**config.mk**
```make
export PLATFORM = sky130hd
export DESIGN_NAME = llc_vsel
export DESIGN_NICKNAME = d
export VERILOG_FILES = /design/src/rtl/vsel_pkg.sv /design/src/rtl/vsel_recency.sv /design/src/rtl/vsel_free_find.sv /design/src/rtl/vsel_ctrl.sv /design/src/rtl/llc_vsel.sv
export SDC_FILE = /design/constraint.sdc
export NUM_CORES = 1
export LEC_CHECK = 0
export BUFFER_PORTS_ARGS = -buffer_cell sky130_fd_sc_hd__buf_2
export CAP_MARGIN = 20
export CORE_MARGIN = 2
export CORE_UTILIZATION = 55
export CTS_BUF_LIST = sky130_fd_sc_hd__clkbuf_16
export CTS_CLUSTER_DIAMETER = 80
export DETAILED_ROUTE_END_ITERATION = 8
export PLACE_DENSITY = 0.73
export SLEW_MARGIN = 10
export SYNTH_ARGS = -nofsm -noshare
export SYNTH_HDL_FRONTEND = slang
export SYNTH_SLANG_ARGS = --single-unit
```
**constraint.sdc**
```tcl
create_clock -name clk -period 6.1 [get_ports clk]
set_clock_uncertainty 0.15 [all_clocks]
set_input_delay 0.305 -clock clk [delete_from_list [all_inputs] [get_ports clk]]
set_output_delay 0.305 -clock clk [all_outputs]
set_load 0.1 [all_outputs]
```
**src/rtl/vsel_pkg.sv**
```systemverilog
package vsel_pkg;
  typedef enum logic [2:0] {
    ST_IDLE,
    ST_ASK,
    ST_WAIT,
    ST_FINAL,
    ST_DONE
  } vsel_state_e;
endpackage

```
**src/rtl/vsel_recency.sv**
```systemverilog
module vsel_recency #(
  parameter int WAYS = 16,
  localparam int WW = $clog2(WAYS)
) (
  input  logic          clk,
  input  logic          rst_n,
  input  logic          touch,
  input  logic [WW-1:0] touch_way,
  output logic [WW-1:0] oldest_way
);
  // rank 0 = most recent, rank WAYS-1 = oldest
  logic [WW-1:0] rank_q [WAYS];
  logic [WW-1:0] touched_rank;

  assign touched_rank = rank_q[touch_way];

  for (genvar g = 0; g < WAYS; g++) begin : g_rank
    always_ff @(posedge clk) begin
      if (!rst_n) begin
        rank_q[g] <= WW'(g);
      end else if (touch) begin
        if (touch_way == WW'(g)) begin
          rank_q[g] <= '0;
        end else if (rank_q[g] < touched_rank) begin
          rank_q[g] <= rank_q[g] + 1'b1;
        end
      end
    end
  end

  always_comb begin
    oldest_way = '0;
    for (int i = 0; i < WAYS; i++) begin
      if (rank_q[i] == WW'(WAYS - 1)) oldest_way = WW'(i);
    end
  end
endmodule

```
**src/rtl/vsel_free_find.sv**
```systemverilog
module vsel_free_find #(
  parameter int WAYS = 16,
  localparam int WW = $clog2(WAYS)
) (
  input  logic [WAYS-1:0] line_valid,
  output logic            any_free,
  output logic [WW-1:0]   free_way
);
  always_comb begin
    any_free = 1'b0;
    free_way = '0;
    for (int i = WAYS - 1; i >= 0; i--) begin
      if (!line_valid[i]) begin
        any_free = 1'b1;
        free_way = WW'(i);
      end
    end
  end
endmodule

```
**src/rtl/vsel_ctrl.sv**
```systemverilog
module vsel_ctrl
  import vsel_pkg::*;
#(
  parameter int WAYS  = 16,
  parameter int LIM_W = 4,
  localparam int WW = $clog2(WAYS)
) (
  input  logic             clk,
  input  logic             rst_n,
  input  logic             miss_valid,
  output logic             miss_ready,
  input  logic             any_free,
  input  logic [WW-1:0]    free_way,
  input  logic [LIM_W-1:0] cfg_qlimit,
  input  logic             hit_valid,
  input  logic [WW-1:0]    hit_way,
  output logic             qry_valid,
  input  logic             qry_ready,
  output logic [WW-1:0]    qry_way,
  input  logic             rsp_valid,
  input  logic             rsp_present,
  output logic             vic_valid,
  output logic [WW-1:0]    vic_way,
  output logic             vic_binv,
  input  logic [WW-1:0]    oldest_way,
  output logic             touch,
  output logic [WW-1:0]    touch_way
);
  vsel_state_e      state_q;
  logic [WW-1:0]    cand_q;
  logic [WW-1:0]    pick_q;
  logic             binv_q;
  logic [LIM_W-1:0] used_q;
  logic [LIM_W-1:0] lim_q;

  always_ff @(posedge clk) begin
    if (!rst_n) begin
      state_q <= ST_IDLE;
      cand_q  <= '0;
      pick_q  <= '0;
      binv_q  <= 1'b0;
      used_q  <= '0;
      lim_q   <= '0;
    end else begin
      unique case (state_q)
        ST_IDLE: begin
          if (miss_valid) begin
            lim_q  <= (cfg_qlimit == '0) ? LIM_W'(1) : cfg_qlimit;
            used_q <= '0;
            if (any_free) begin
              pick_q  <= free_way;
              binv_q  <= 1'b0;
              state_q <= ST_DONE;
            end else begin
              state_q <= ST_ASK;
            end
          end
        end
        ST_ASK: begin
          if (qry_ready) begin
            cand_q  <= oldest_way;
            used_q  <= used_q + 1'b1;
            state_q <= ST_WAIT;
          end
        end
        ST_WAIT: begin
          if (rsp_valid) begin
            if (!rsp_present) begin
              pick_q  <= cand_q;
              binv_q  <= 1'b0;
              state_q <= ST_DONE;
            end else if (used_q == lim_q) begin
              state_q <= ST_FINAL;
            end else begin
              state_q <= ST_ASK;
            end
          end
        end
        ST_FINAL: begin
          pick_q  <= oldest_way;
          binv_q  <= 1'b1;
          state_q <= ST_DONE;
        end
        ST_DONE: state_q <= ST_IDLE;
        default: state_q <= ST_IDLE;
      endcase
    end
  end

  always_comb begin
    touch     = 1'b0;
    touch_way = hit_way;
    unique case (state_q)
      ST_IDLE: touch = hit_valid;
      ST_WAIT: begin
        touch     = rsp_valid && rsp_present;
        touch_way = cand_q;
      end
      ST_DONE: begin
        touch     = 1'b1;
        touch_way = pick_q;
      end
      default: touch = 1'b0;
    endcase
  end

  assign miss_ready = (state_q == ST_IDLE);
  assign qry_valid  = (state_q == ST_ASK);
  assign qry_way    = oldest_way;
  assign vic_valid  = (state_q == ST_DONE);
  assign vic_way    = pick_q;
  assign vic_binv   = (state_q == ST_DONE) && binv_q;
endmodule

```
**src/rtl/llc_vsel.sv**
```systemverilog
module llc_vsel #(
  parameter int WAYS  = 16,
  parameter int LIM_W = 4,
  localparam int WW = $clog2(WAYS)
) (
  input  logic             clk,
  input  logic             rst_n,
  input  logic             miss_valid,
  output logic             miss_ready,
  input  logic [WAYS-1:0]  line_valid,
  input  logic [LIM_W-1:0] cfg_qlimit,
  input  logic             hit_valid,
  input  logic [WW-1:0]    hit_way,
  output logic             qry_valid,
  input  logic             qry_ready,
  output logic [WW-1:0]    qry_way,
  input  logic             rsp_valid,
  input  logic             rsp_present,
  output logic             vic_valid,
  output logic [WW-1:0]    vic_way,
  output logic             vic_binv
);
  logic          any_free;
  logic [WW-1:0] free_way;
  logic [WW-1:0] oldest_way;
  logic          touch;
  logic [WW-1:0] touch_way;

  vsel_free_find #(.WAYS(WAYS)) u_free (
    .line_valid (line_valid),
    .any_free   (any_free),
    .free_way   (free_way)
  );

  vsel_recency #(.WAYS(WAYS)) u_rank (
    .clk        (clk),
    .rst_n      (rst_n),
    .touch      (touch),
    .touch_way  (touch_way),
    .oldest_way (oldest_way)
  );

  vsel_ctrl #(.WAYS(WAYS), .LIM_W(LIM_W)) u_ctrl (
    .clk         (clk),
    .rst_n       (rst_n),
    .miss_valid  (miss_valid),
    .miss_ready  (miss_ready),
    .any_free    (any_free),
    .free_way    (free_way),
    .cfg_qlimit  (cfg_qlimit),
    .hit_valid   (hit_valid),
    .hit_way     (hit_way),
    .qry_valid   (qry_valid),
    .qry_ready   (qry_ready),
    .qry_way     (qry_way),
    .rsp_valid   (rsp_valid),
    .rsp_present (rsp_present),
    .vic_valid   (vic_valid),
    .vic_way     (vic_way),
    .vic_binv    (vic_binv),
    .oldest_way  (oldest_way),
    .touch       (touch),
    .touch_way   (touch_way)
  );
endmodule

```
# After elaboration in Yosys (flattened, before gate mapping)
# Memory sizes are Yosys's and may differ from the RTL's.
# Index checks and enable logic that the tools add are counted.
# totals
regBits	20
ram_bits	64
inputBits	31
wordCells	371
memories	1
# classes
addsub	17
n_lt_le_gt_ge	16
eq_ne	40
muxes	247
n_bitwise	32
n_reduce_logical	12
# mem_list
name	words	word_bits	rd	rd_clocked_by_memory_dff	write_ports	line_no	text
u_rank.rank_q	16	4	17	0	16	vsel_recency.sv:12	logic [WW-1:0] rank_q [WAYS];
# ops
operator	n
$mux 4	63
$mux 1	166
$eq 4x4->1 const B	23
$add 4x1->4 const B	17
$lt 4x4->1	16
$or 1x1->1	32
$mux 3	9
$eq 4x3->1 const B	4
$pmux 4 s2	2
$pmux 3 s4	1
$pmux 4 s3	1
$eq 4x2->1 const B	2
$logic_not 4->1	2
$eq 3x2->1 const B	2
$mux 2	3
$ne 2x2->1 const B	3
$pmux 1 s3	2
$reduce_and 3->1	2
$reduce_and 5->1	1
$eq 4x1->1 const B	1
$eq 4x4->1	1
$ne 2x1->1 const B	2
$reduce_and 2->1	2
$eq 3x1->1 const B	1
other kinds (5)	6

# Depth between registers and ports, before layout
# Gate-level depths: netlist of run 1.
# logic_depth
word_depth	19
ltp_mapped	16
ltp_nobuf	14

# Modules after synthesis
# Synthesis of run 1 repeated with hierarchy kept, for this count alone.
# hier_totals
cells_unflattened	754
hier_area_um2	7031.7
# by_module_without_submodules
module	instances	cells_each	area_per_inst_um2	seq_area_each_um2
vsel_recency	1	569	5666.7	1921.8
vsel_ctrl	1	151	1198.6	400.4
vsel_free_find	1	34	166.4	0.0

# Least setup slack after synthesis of run 1
# Ideal clock, no wire load.
# synth_path
kind	register to register
startpoint	register u_ctrl.pick_q[1] (netlist: u_ctrl.vic_way[1])
endpoint	memory u_rank.rank_q[14][0] (netlist name) (enable)
setup_ps	345
arrival_time_ps	4538
t_required_ps	5605
slack_ps	1067
path_stages_with_launch	15
synth_period_minus_slack_ps	5033
path_cell_list	dfxtp_1 -> a31oi_4 -> and2_1 -> buf_4 -> clkbuf_1 -> nand2_1 -> and3_1 -> a311oi_1 -> o31ai_1 -> ha_1 -> a211oi_1 -> o21ai_0 -> nor3_1 -> a311oi_4 -> o211ai_1
# synth_rtl
item	line_no	text
start: declaration	vsel_ctrl.sv:31	logic [WW-1:0] pick_q;
start signal: assignment	vsel_ctrl.sv:51	pick_q <= free_way;
start signal: assignment	vsel_ctrl.sv:69	pick_q <= cand_q;
start signal: assignment	vsel_ctrl.sv:80	pick_q <= oldest_way;
end: declaration	vsel_recency.sv:12	

==> key figures, run 1 <==
Flow run
  – # Max-Cap Violations: 0

Synthesis
  – Number of synthesized flops with an enable pin: 64
  – Largest cells by area after synthesis: edfxtp_1, ha_1, nand2_1, dfxtp_1, nand3_1
  – Dominant cell type by area after synthesis: edfxtp_1
  – Synth top area share: 0.278
  – Synth Register Bits: between 80 and 90
  – Seq/Total Area, Yosys: 0.336
  – Synth unique cells: 65
  – Top_reg_cell synth: edfxtp_1
  – Ys async rst share: 0
  – Avg Inst Size Synth: 8.80 um2
  – Mapped Cells: 785
  – Syn Nets: 881
  – Synthesized area: 0.00691 mm2
  – Yosys Warn Count: 0

Cells and area
  – Layout cells sized above 1: 0.102
  – # diodes: 0
  – Commonest non-fill, non-tap cell in the layout: nand2_1
  – Commonest non-fill, non-tap cells in the layout: nand2_1, ha_1, edfxtp_1, nand3_1, nor2_1
  – # fillers: approximately 1.1k
  – Layout area overhead: 9.24%
  – Final instance area: 0.00754 mm2
  – Final #Nets: 912
  – Final Util: 0.623

Global route
  – GRT Total Usage: 0.318
  – Vias in the first global route: around 6.4k
  – First-pass GRT wire length: 33000 um
  – Global route overflow: 0
  – Pin count of the biggest net entering global routing: 27
  – Initial antenna violation count: 0

Drt
  – First-pass DRT Iterations: 5
  – DR DRC count: 0
  – Wire length per cell: 20.8 um
  – Vias: 6669
  – Vias per cell: 6.74
  – Final WL: 20600 um
  – DR iter-0 viols: 730
  – Antenna viol nets, final: 0

Placement
  – GPL Wtd Cong: between 0.9 and 1
  – Post-DP Area: ~0.0073 mm2
  – Dpl ws: 0.925 ns
  – Port buffer count: between 40 and 50
  – Dpl hpwl: between 15000 and 20000 um

Run status
  – Status: completed

Worst setup path
  – Worst path arrival time: 5.22 ns
  – Setup crit end kind: register
  – Critical Path Fanout Max: 26
  – Worst path required time: 5.99 ns
  – Startpoint types: register
  – Kind of critical path: register to register

STA
  – Final Cycle Share: 0.874
  – Fin crit period: 5.33 ns
  – Worst slew margin: 0.349
  – RSZ-0062 raised after global routing: no
  – Setup tns final: 0 ns
  – Final setup margin: between 0.7 and 0.8 ns
  – Final setup fails: 0
  – Pins over their slew limit: 0
  – Slew @ Worst Pin: approximately 1 ns
  – Hold Vio Cnt, Final: 0
  – Fmax: ~0.19 GHz

Clock network
  – Clock buffer depth: 2
  – Post-CTS Hold Fix Bufs: 0
  – Skew-Pair Late Insertion Delay: about 0.36 ns
  – Post-CTS Setup Repair Bufs: 0
  – CTS Buf Count: 9
  – Worst-path clk slew: 0.06 ns
  – CTS tree: yes
  – Clock sink total: 84
  – H-tree depth: 3
  – Post-CTS sizing: 0
  – Root Driver: clkbuf_16

Pwr
  – Peak supply drop: 0.278 mV
  – LEAKAGE: 2.77 nW
  – PD cells: 309 mW/mm2
  – Overall Power: around 2.3 mW

Floorplanning
  – Die W: 116 um
  – Io pins: between 40 and 50
  – Die Y: about 120 um
  – Initial Utilization: 0.570
  – Core ar.: approximately 0.012 mm2
  – Die area: 0.0135 mm2
  – # rows: 40

Worst hold path
  – Hold Crit Class: input port to register
worst max-delay path, stage by stage, from the launching register on:
cell,delay [ns]
dfxtp_1,0.84
nor2_2,0.20
a31o_2,0.37
nor2_1,0.77
and3_1,0.28
a311oi_1,0.06
o31ai_2,0.78
buf_4,0.34
ha_1,0.17
a211oi_1,0.06
o21ai_0,0.18
nor2_1,0.13
a311oi_4,0.41
o211ai_1,0.27
final timing paths:
kind                startpoint                    to  slack, ns  cells past startpoint
max reg2reg  u_ctrl.state_q[0]  u_rank.rank_q[14][0]       0.77                     13
min              cfg_qlimit[0]       u_ctrl.lim_q[0]       0.06                      3
max          u_ctrl.state_q[0]  u_rank.rank_q[14][0]       0.77                     13
min reg2reg    u_ctrl.lim_q[1]       u_ctrl.lim_q[1]       0.32                      2
sequential cells by signal, indices dropped and copies added, names as in the netlist:
name            count
u_ctrl.vic_way      4
u_ctrl.cand_q       4
u_ctrl.state_q      3
u_ctrl.lim_q        4
u_ctrl.used_q       4
u_rank.rank_q      64
u_ctrl.binv_q       1
logic make-up (layout without fill, tap and decap cells):
| logic type | after synthesis | count (layout) | share of synthesized area |
|---|---|---|---|
| simple gates | 306 | 306 | 0.210 |
| flops | 84 | 84 | 0.336 |
| compound gates | 240 | 240 | 0.252 |
| mux | 4 | 4 | 0.00580 |
| buf+inv | 47 | 83 | 0.0283 |
| xor+xnor | 39 | 39 | 0.0506 |
| fa+ha+maj | 65 | 65 | 0.118 |
cells in the mapped netlist (3+ instances only):
| cell | n |
|---|---|
| nand2b_1 | 13 |
| nand3_1 | 62 |
| dfxtp_1 | 20 |
| clkbuf_1 | 19 |
| o221ai_1 | 5 |
| o21ai_0 | 42 |
| and3_1 | 11 |
| o2111ai_1 | 11 |
| nand2_1 | 108 |
| buf_2 | 6 |
| o31ai_1 | 6 |
| nand4_1 | 11 |
| a311oi_1 | 16 |
| nand3b_1 | 5 |
| and2_1 | 6 |
| a2bb2oi_1 | 4 |
| nor2b_1 | 7 |
| buf_4 | 3 |
| xnor2_1 | 20 |
| xor2_1 | 18 |
| nor3b_1 | 3 |
| o211ai_1 | 33 |
| buf_1 | 4 |
| mux2i_1 | 4 |
| a21o_1 | 5 |
| o21ai_1 | 3 |
| inv_1 | 14 |
| ha_1 | 65 |
| o21a_1 | 10 |
| o32a_1 | 8 |
| nor3_1 | 21 |
| a211oi_1 | 14 |
| nor2_1 | 48 |
| a31oi_1 | 11 |
| edfxtp_1 | 64 |
| or2_2 | 3 |
| a21oi_1 | 41 |
| a21boi_0 | 3 |
| o31a_1 | 3 |
| o22a_1 | 3 |
routing by layer:
metal | up-vias | track usage | part of all wire
li1 | 3096 | - | -
met3 | 69 | 0.0439 | 0.083
met1 | 3146 | 0.421 | 0.42
met4 | 0 | 0.163 | 0.046
met5 | - | 0 | 0
met2 | 358 | 0.509 | 0.45
layout make-up:
type,count,area [um2],area share
clock inverters,7,41.3,0.00547
inverters,15,56.3,0.00746
multi-input cells,654,4400,0.584
repair buffers,52,285,0.0378
well taps,168,210,0.0279
flip-flops and latches,84,2320,0.308
clock buffers,9,225,0.0299
power breakdown:
part           internal [mW]  switching, mW  total, mW
sequential             0.732          0.124      0.856
clock                  0.273          0.229      0.502
combinational          0.350          0.626      0.976
total                   1.35          0.980       2.33
through the flow:
| stage | cells | hold WS [ns] |
|---|---|---|
| final | 989 | 0.0635 |
| after detailed placement | 973 | 0.321 |
| after global routing | 989 | 0.0848 |
| after global placement | 973 | 0.314 |
| after CTS | 989 | 0.0611 |
| after floorplan | 785 | 0.299 |
(Power assumes the default switching activity.)
==> inputs of run 2 (changes only) <==
GPL_TIMING_DRIVEN = 0   (was not set)
==> key figures, run 2 (synthesis results as in run 1) <==
Run status
  – Status: completed

Drt
  – Vias per cell: 6.78 (+0.47%)
  – DR DRC count: 0 (unchanged)
  – DR iter-0 viols: 648 (-11%)
  – Antenna viol nets, final: 0 (unchanged)
  – Vias: 6870 (+3.0%)
  – Final WL: 21200 um (+2.7%)
  – First-pass DRT Iterations: 5 (unchanged)
  – Wire length per cell: 20.9 um (+0.19%)

Floorplanning
  – Initial Utilization: 0.570 (unchanged)
  – # rows: 40 (unchanged)
  – Die W: 116 um (unchanged)
  – Io pins: 43 (unchanged)
  – Die Y: 116 um (unchanged)
  – Core ar.: 0.0121 mm2 (unchanged)
  – Die area: 0.0135 mm2 (unchanged)

Cells and area
  – Commonest non-fill, non-tap cell in the layout: nand2_1
  – Most flop-heavy register: u_rank.rank_q
  – Layout area overhead: 12.1%
  – Cell Count, Final, Fillers Out: 1014 (+2.5%)
  – Layout cells sized above 1: 0.103 (+0.000523)
  – Largest register FFs: 64 (unchanged)
  – # diodes: 0 (unchanged)
  – Final #Nets: 937 (+2.7%)
  – Commonest non-fill, non-tap cells in the layout: nand2_1, ha_1, edfxtp_1, nand3_1, nor2_1

Worst hold path
  – Hold path depth: 3 (unchanged)
  – Hold Crit Class: input port to register

Worst setup path
  – Highest-delay cell along the critical path: a311oi_1
  – Worst path arrival time: 4.92 ns (-0.30 ns)
  – CP Cell Sequence: buf_4, xnor2_2, o21ai_1, and2_1, buf_4, clkbuf_1, nand2_1, and3_1, a311oi_1, o31ai_4, buf_8, ha_1, a211oi_1, o21ai_0, nor3_1, a311oi_4, o211ai_1
  – Startpoint types: register
  – Most frequent CP cell: buf_4
  – CP Buf/Inv Count: 4 (+3)
  – Worst path max stage delay: 0.54 ns (-0.30 ns)
  – Kind of critical path: register to register
  – Setup crit end kind: register
  – Critical Path Fanout Max: 10 (-62%)
  – R2R cell count: 17 (+4)
  – Worst path required time: 5.95 ns (-0.04 ns)
  – Critical path depth: 17 (+4)
  – CP delay by family, top: compound AO/OA/AOI/OAI gates

Clock network
  – Worst-path clk slew: 0.06 ns (about the same)
  – Root Driver: clkbuf_16
  – Post-CTS Setup Repair Bufs: 0 (unchanged)
  – Post-CTS sizing: 0 (unchanged)
  – Clock sink total: 84 (unchanged)
  – H-tree depth: 3 (unchanged)
  – CTS Buf Count: 9 (unchanged)
  – Clock buffer depth: 2 (unchanged)
  – Post-CTS Hold Fix Bufs: 0 (unchanged)
  – Skew-Pair Late Insertion Delay: 0.35 ns (about the same)
  – CTS tree: yes

Pwr
  – Peak supply drop: 0.294 mV (+5.7%)
  – Overall Power: 2.45 mW (+4.9%)
  – LEAKAGE: 2.85 nW (+2.9%)
  – PD cells: 316 mW/mm2 (+2.3%)

STA
  – Final setup margin: 1.03 ns (+0.261 ns)
  – Slew @ Worst Pin: 0.814 ns (-0.159 ns)
  – Hold Vio Cnt, Final: 0 (unchanged)
  – Worst slew margin: 0.457 (+0.109)
  – Final setup fails: 0 (unchanged)
  – Final Cycle Share: 0.831 (-0.0427)
  – RSZ-0062 raised after global routing: no
  – WHS: 0.0668 ns (+0.00325 ns)
  – Pins over their slew limit: 0 (unchanged)
  – Setup tns final: 0 ns (unchanged)
  – Fin crit period: 5.07 ns (-0.261 ns)
  – Fmax: 0.197 GHz (+5.1%)

Placement
  – Port buffer count: 41 (-2.4%)
  – Placed insts: 997 (+2.5%)
  – Dpl hpwl: 16200 um (+6.5%)
  – Dpl ws: 1.10 ns (+0.180 ns)
  – GPL Wtd Cong: 0.984 (-0.53%)

Global route
  – Initial antenna violation count: 0 (unchanged)
  – Global route overflow: 0 (unchanged)
  – Vias in the first global route: 6734 (+5.3%)
  – First-pass GRT wire length: 34100 um (+3.2%)
  – GRT Total Usage: 0.329 (+0.0107)
  – Pin count of the biggest net entering global routing: 15 (-44%)

Flow run
  – # Max-Cap Violations: 0 (unchanged)
[run 2: layer usage]
metal / up-vias / routed length (um) / track usage
met5: - / 0 / 0
met4: 0 / 1200 / 0.195
met3: 89 / 1920 / 0.0549
met2: 392 / 9470 / 0.522
met1: 3226 / 8570 / 0.422
li1: 3163 / - / -
[run 2: where the power goes]
group          switching (mW)  internal [mW]  total [mW]
registers               0.117          0.732       0.848
logic                   0.643          0.362        1.00
clock network           0.231          0.366       0.597
total                   0.990           1.46        2.45
[run 2: layout make-up]
cell class	count	area [um2]
clock buffer	11	275
tap	168	210
sequential	84	2320
timing repair buffer	45	255
fill	1020	4370
buffer	32	139
multi-input combinational	654	4430
clock inverter	5	53.8
inverter	15	56.3
[run 2: path summary, 6_finish.rpt]
path / endpoint / from / slack, ns
worst min register to register: u_ctrl.lim_q[1] / u_ctrl.lim_q[1] / 0.32
worst min-delay path: u_ctrl.lim_q[1] / cfg_qlimit[1] / 0.07
worst max register to register: u_rank.rank_q[14][2] / u_ctrl.state_q[1] / 1.03
worst max-delay path: u_rank.rank_q[14][2] / u_ctrl.state_q[1] / 1.03
[run 2: worst reg2reg max path: stages (launching register included)]
cell and delay, ns:
dfxtp_1 0.30, buf_4 0.16, xnor2_2 0.18, o21ai_1 0.35, and2_1 0.23, buf_4 0.19, clkbuf_1 0.45, nand2_1 0.09
and3_1 0.20, a311oi_1 0.54, o31ai_4 0.24, buf_8 0.22, ha_1 0.32, a211oi_1 0.24, o21ai_0 0.18, nor3_1 0.32
a311oi_4 0.11, o211ai_1 0.26
[run 2: per-stage QoR]
stage | cell area, um2 | utilization
6_report | 7740 | 0.639
5_1_grt | 7740 | 0.639
4_1_cts | 7740 | 0.639
3_5_place_dp | 7410 | 0.612
3_3_place_gp | 7320 | 0.604
2_1_floorplan | 6910 | -
==> inputs of run 3 (changes only) <==
clock period = 4.95 ns   (was 6.1 ns; I/O delays follow)
==> key figures, run 3 (synthesis results as in run 1) <==
Run status
  – Status: completed

Worst setup path
  – Highest-delay cell along the critical path: a311oi_1
  – Worst path max stage delay: 0.46 ns (-0.08 ns)
  – Kind of critical path: register to register
  – Worst path arrival time: 4.48 ns (-0.44 ns)
  – Worst path required time: 4.80 ns (-1.15 ns)
  – Critical Path Fanout Max: 11 (+1)
  – Most frequent CP cell: a21oi_1
  – Startpoint types: register
  – Setup crit end kind: register
  – CP Cell Sequence: buf_4, xnor2_2, o21ai_1, nand2_1, buf_2, buf_1, nand2_1, a311oi_1, o31ai_4, buf_8, ha_1, a21oi_1, o211a_1, a21oi_1, a21oi_1

STA
  – RSZ-0062 raised after global routing: no
  – Slew @ Worst Pin: 0.836 ns (+0.0216 ns)
  – WHS: 0.0192 ns (-0.0476 ns)
  – Fmax: 0.216 GHz (+9.5%)
  – Pins over their slew limit: 0 (unchanged)
  – Fin crit period: 4.63 ns (-0.440 ns)
  – Final Cycle Share: 0.935 (+0.104)
  – Worst slew margin: 0.443 (-0.0144)
  – Hold Vio Cnt, Final: 0 (unchanged)
  – Final setup fails: 0 (unchanged)

Drt
  – DR iter-0 viols: 849 (+31%)
  – Antenna viol nets, final: 0 (unchanged)
  – First-pass DRT Iterations: 5 (unchanged)
  – Wire length per cell: 21.1 um (+1.0%)
  – DR DRC count: 0 (unchanged)
  – Vias per cell: 6.71 (-0.94%)
  – Final WL: 21400 um (+0.92%)
  – Vias: 6799 (-1.0%)

Floorplanning
  – Core ar.: 0.0121 mm2 (unchanged)
  – Initial Utilization: 0.570 (unchanged)
  – Die Y: 116 um (unchanged)
  – Die W: 116 um (unchanged)
  – Io pins: 43 (unchanged)
  – Die area: 0.0135 mm2 (unchanged)
  – # rows: 40 (unchanged)

Cells and area
  – Final #Nets: 936 (-0.11%)
  – # diodes: 0 (unchanged)
  – Layout cells sized above 1: 0.103 (+0.000122)
  – Layout area overhead: 11.5%
  – # fillers: 1010 (-0.98%)
  – Most flop-heavy register: u_rank.rank_q
  – Largest register FFs: 64 (unchanged)
  – Commonest non-fill, non-tap cells in the layout: nand2_1, ha_1, edfxtp_1, nand3_1, nor2_1
  – Commonest non-fill, non-tap cell in the layout: nand2_1

Placement
  – Dpl hpwl: 16200 um (+0.17%)
  – Port buffer count: 41 (unchanged)
  – GPL Wtd Cong: 1.04 (+5.3%)

Clock network
  – Worst-path clk slew: 0.07 ns (about the same)
  – H-tree depth: 3 (unchanged)
  – CTS tree: yes
  – Clock sink total: 84 (unchanged)
  – Post-CTS Setup Repair Bufs: 0 (unchanged)
  – Clock buffer depth: 2 (unchanged)
  – Root Driver: clkbuf_16
  – Skew-Pair Late Insertion Delay: 0.36 ns (about the same)
  – CTS Buf Count: 9 (unchanged)

Pwr
  – PD cells: 384 mW/mm2 (+21%)
  – Peak supply drop: 0.233 mV (-21%)
  – Overall Power: 2.96 mW (+21%)
  – LEAKAGE: 2.83 nW (-0.59%)

Global route
  – Initial antenna violation count: 0 (unchanged)
  – Vias in the first global route: 6515 (-3.3%)
  – Global route overflow: 0 (unchanged)
  – First-pass GRT wire length: 33700 um (-0.93%)
  – GRT Total Usage: 0.326 (-0.00229)
  – Pin count of the biggest net entering global routing: 16 (+1)

Flow run
  – # Max-Cap Violations: 0 (unchanged)

Worst hold path
  – Hold Crit Class: input port to register
-- run 3: cell count changes in the layout (fill, tap and decap cells not counted), sizes merged --
cell      delta
bufinv       -1
clkbuf       -2
clkinv       -3
clkinvlp     +1
inv          +4
-- run 3: report_power, final --
group          total (mW)  switching [mW]  leakage (nW)  internal, mW
Combinational        1.23           0.789          1.93         0.446
Clock               0.673           0.298         0.148         0.375
Sequential           1.05           0.151         0.751         0.902
-- run 3: final cells by class --
class / count / area, um2 / share of cell area
Tap cell: 168 / 210 / 0.0273
Clock buffer: 10 / 250 / 0.0325
Multi-Input combinational cell: 654 / 4430 / 0.575
Timing Repair Buffer: 44 / 250 / 0.0325
Sequential cell: 84 / 2320 / 0.301
Clock inverter: 6 / 43.8 / 0.00569
Buffer: 32 / 140 / 0.0182
Inverter: 15 / 56.3 / 0.00731
-- run 3: worst paths after layout --
| kind | from | endpoint | slack, ns | depth (start not counted) |
|---|---|---|---|---|
| worst max-delay path | u_ctrl.state_q[1] | u_rank.rank_q[0][2] | 0.32 | 15 |
| worst min-delay path | cfg_qlimit[1] | u_ctrl.lim_q[1] | 0.02 | 3 |
| worst max register to register | u_ctrl.state_q[1] | u_rank.rank_q[0][2] | 0.32 | 15 |
| worst min register to register | u_ctrl.lim_q[3] | u_ctrl.lim_q[3] | 0.33 | 2 |
-- run 3: what timing repair did --
| action | CTS | global route |
|---|---|---|
| endpoints found under the setup margin | 0 | 8 |
| hold buffers | 0 | 0 |
| gates resized for setup | 0 | 2 |
-- run 3: per-layer routing --
| metal | vias to the layer above | routed length (um) | GRT usage |
|---|---|---|---|
| li1 | 3142 | - | - |
| met1 | 3205 | 8730 | 0.444 |
| met2 | 380 | 9710 | 0.507 |
| met3 | 72 | 2240 | 0.0717 |
| met4 | 0 | 685 | 0.133 |
| met5 | - | 0 | 0 |
-- run 3: per-stage QoR --
| step | utilization | setup WS [ns] | cells | setup TNS, ns | area [um2] |
|---|---|---|---|---|---|
| after floorplan | - | 0.104 | 785 | 0 | 6910 |
| after global placement | 0.605 | -1.16 | 994 | -107.15 | 7330 |
| after detailed placement | 0.612 | 0.322 | 997 | 0 | 7410 |
| after CTS | 0.636 | 0.293 | 1013 | 0 | 7700 |
| after global routing | 0.636 | 0.00298 | 1013 | 0 | 7700 |
| final | 0.636 | 0.320 | 1013 | 0 | 7700 |
-- run 3: worst max-delay path: cells and delay by family, from the launching register on --
family	cells	cell delay [ns]
compound gates	7	1.81
xor+xnor	1	0.24
fa+ha+maj	1	0.35
buf+inv	4	1.09
flops	1	0.30
simple gates	2	0.33
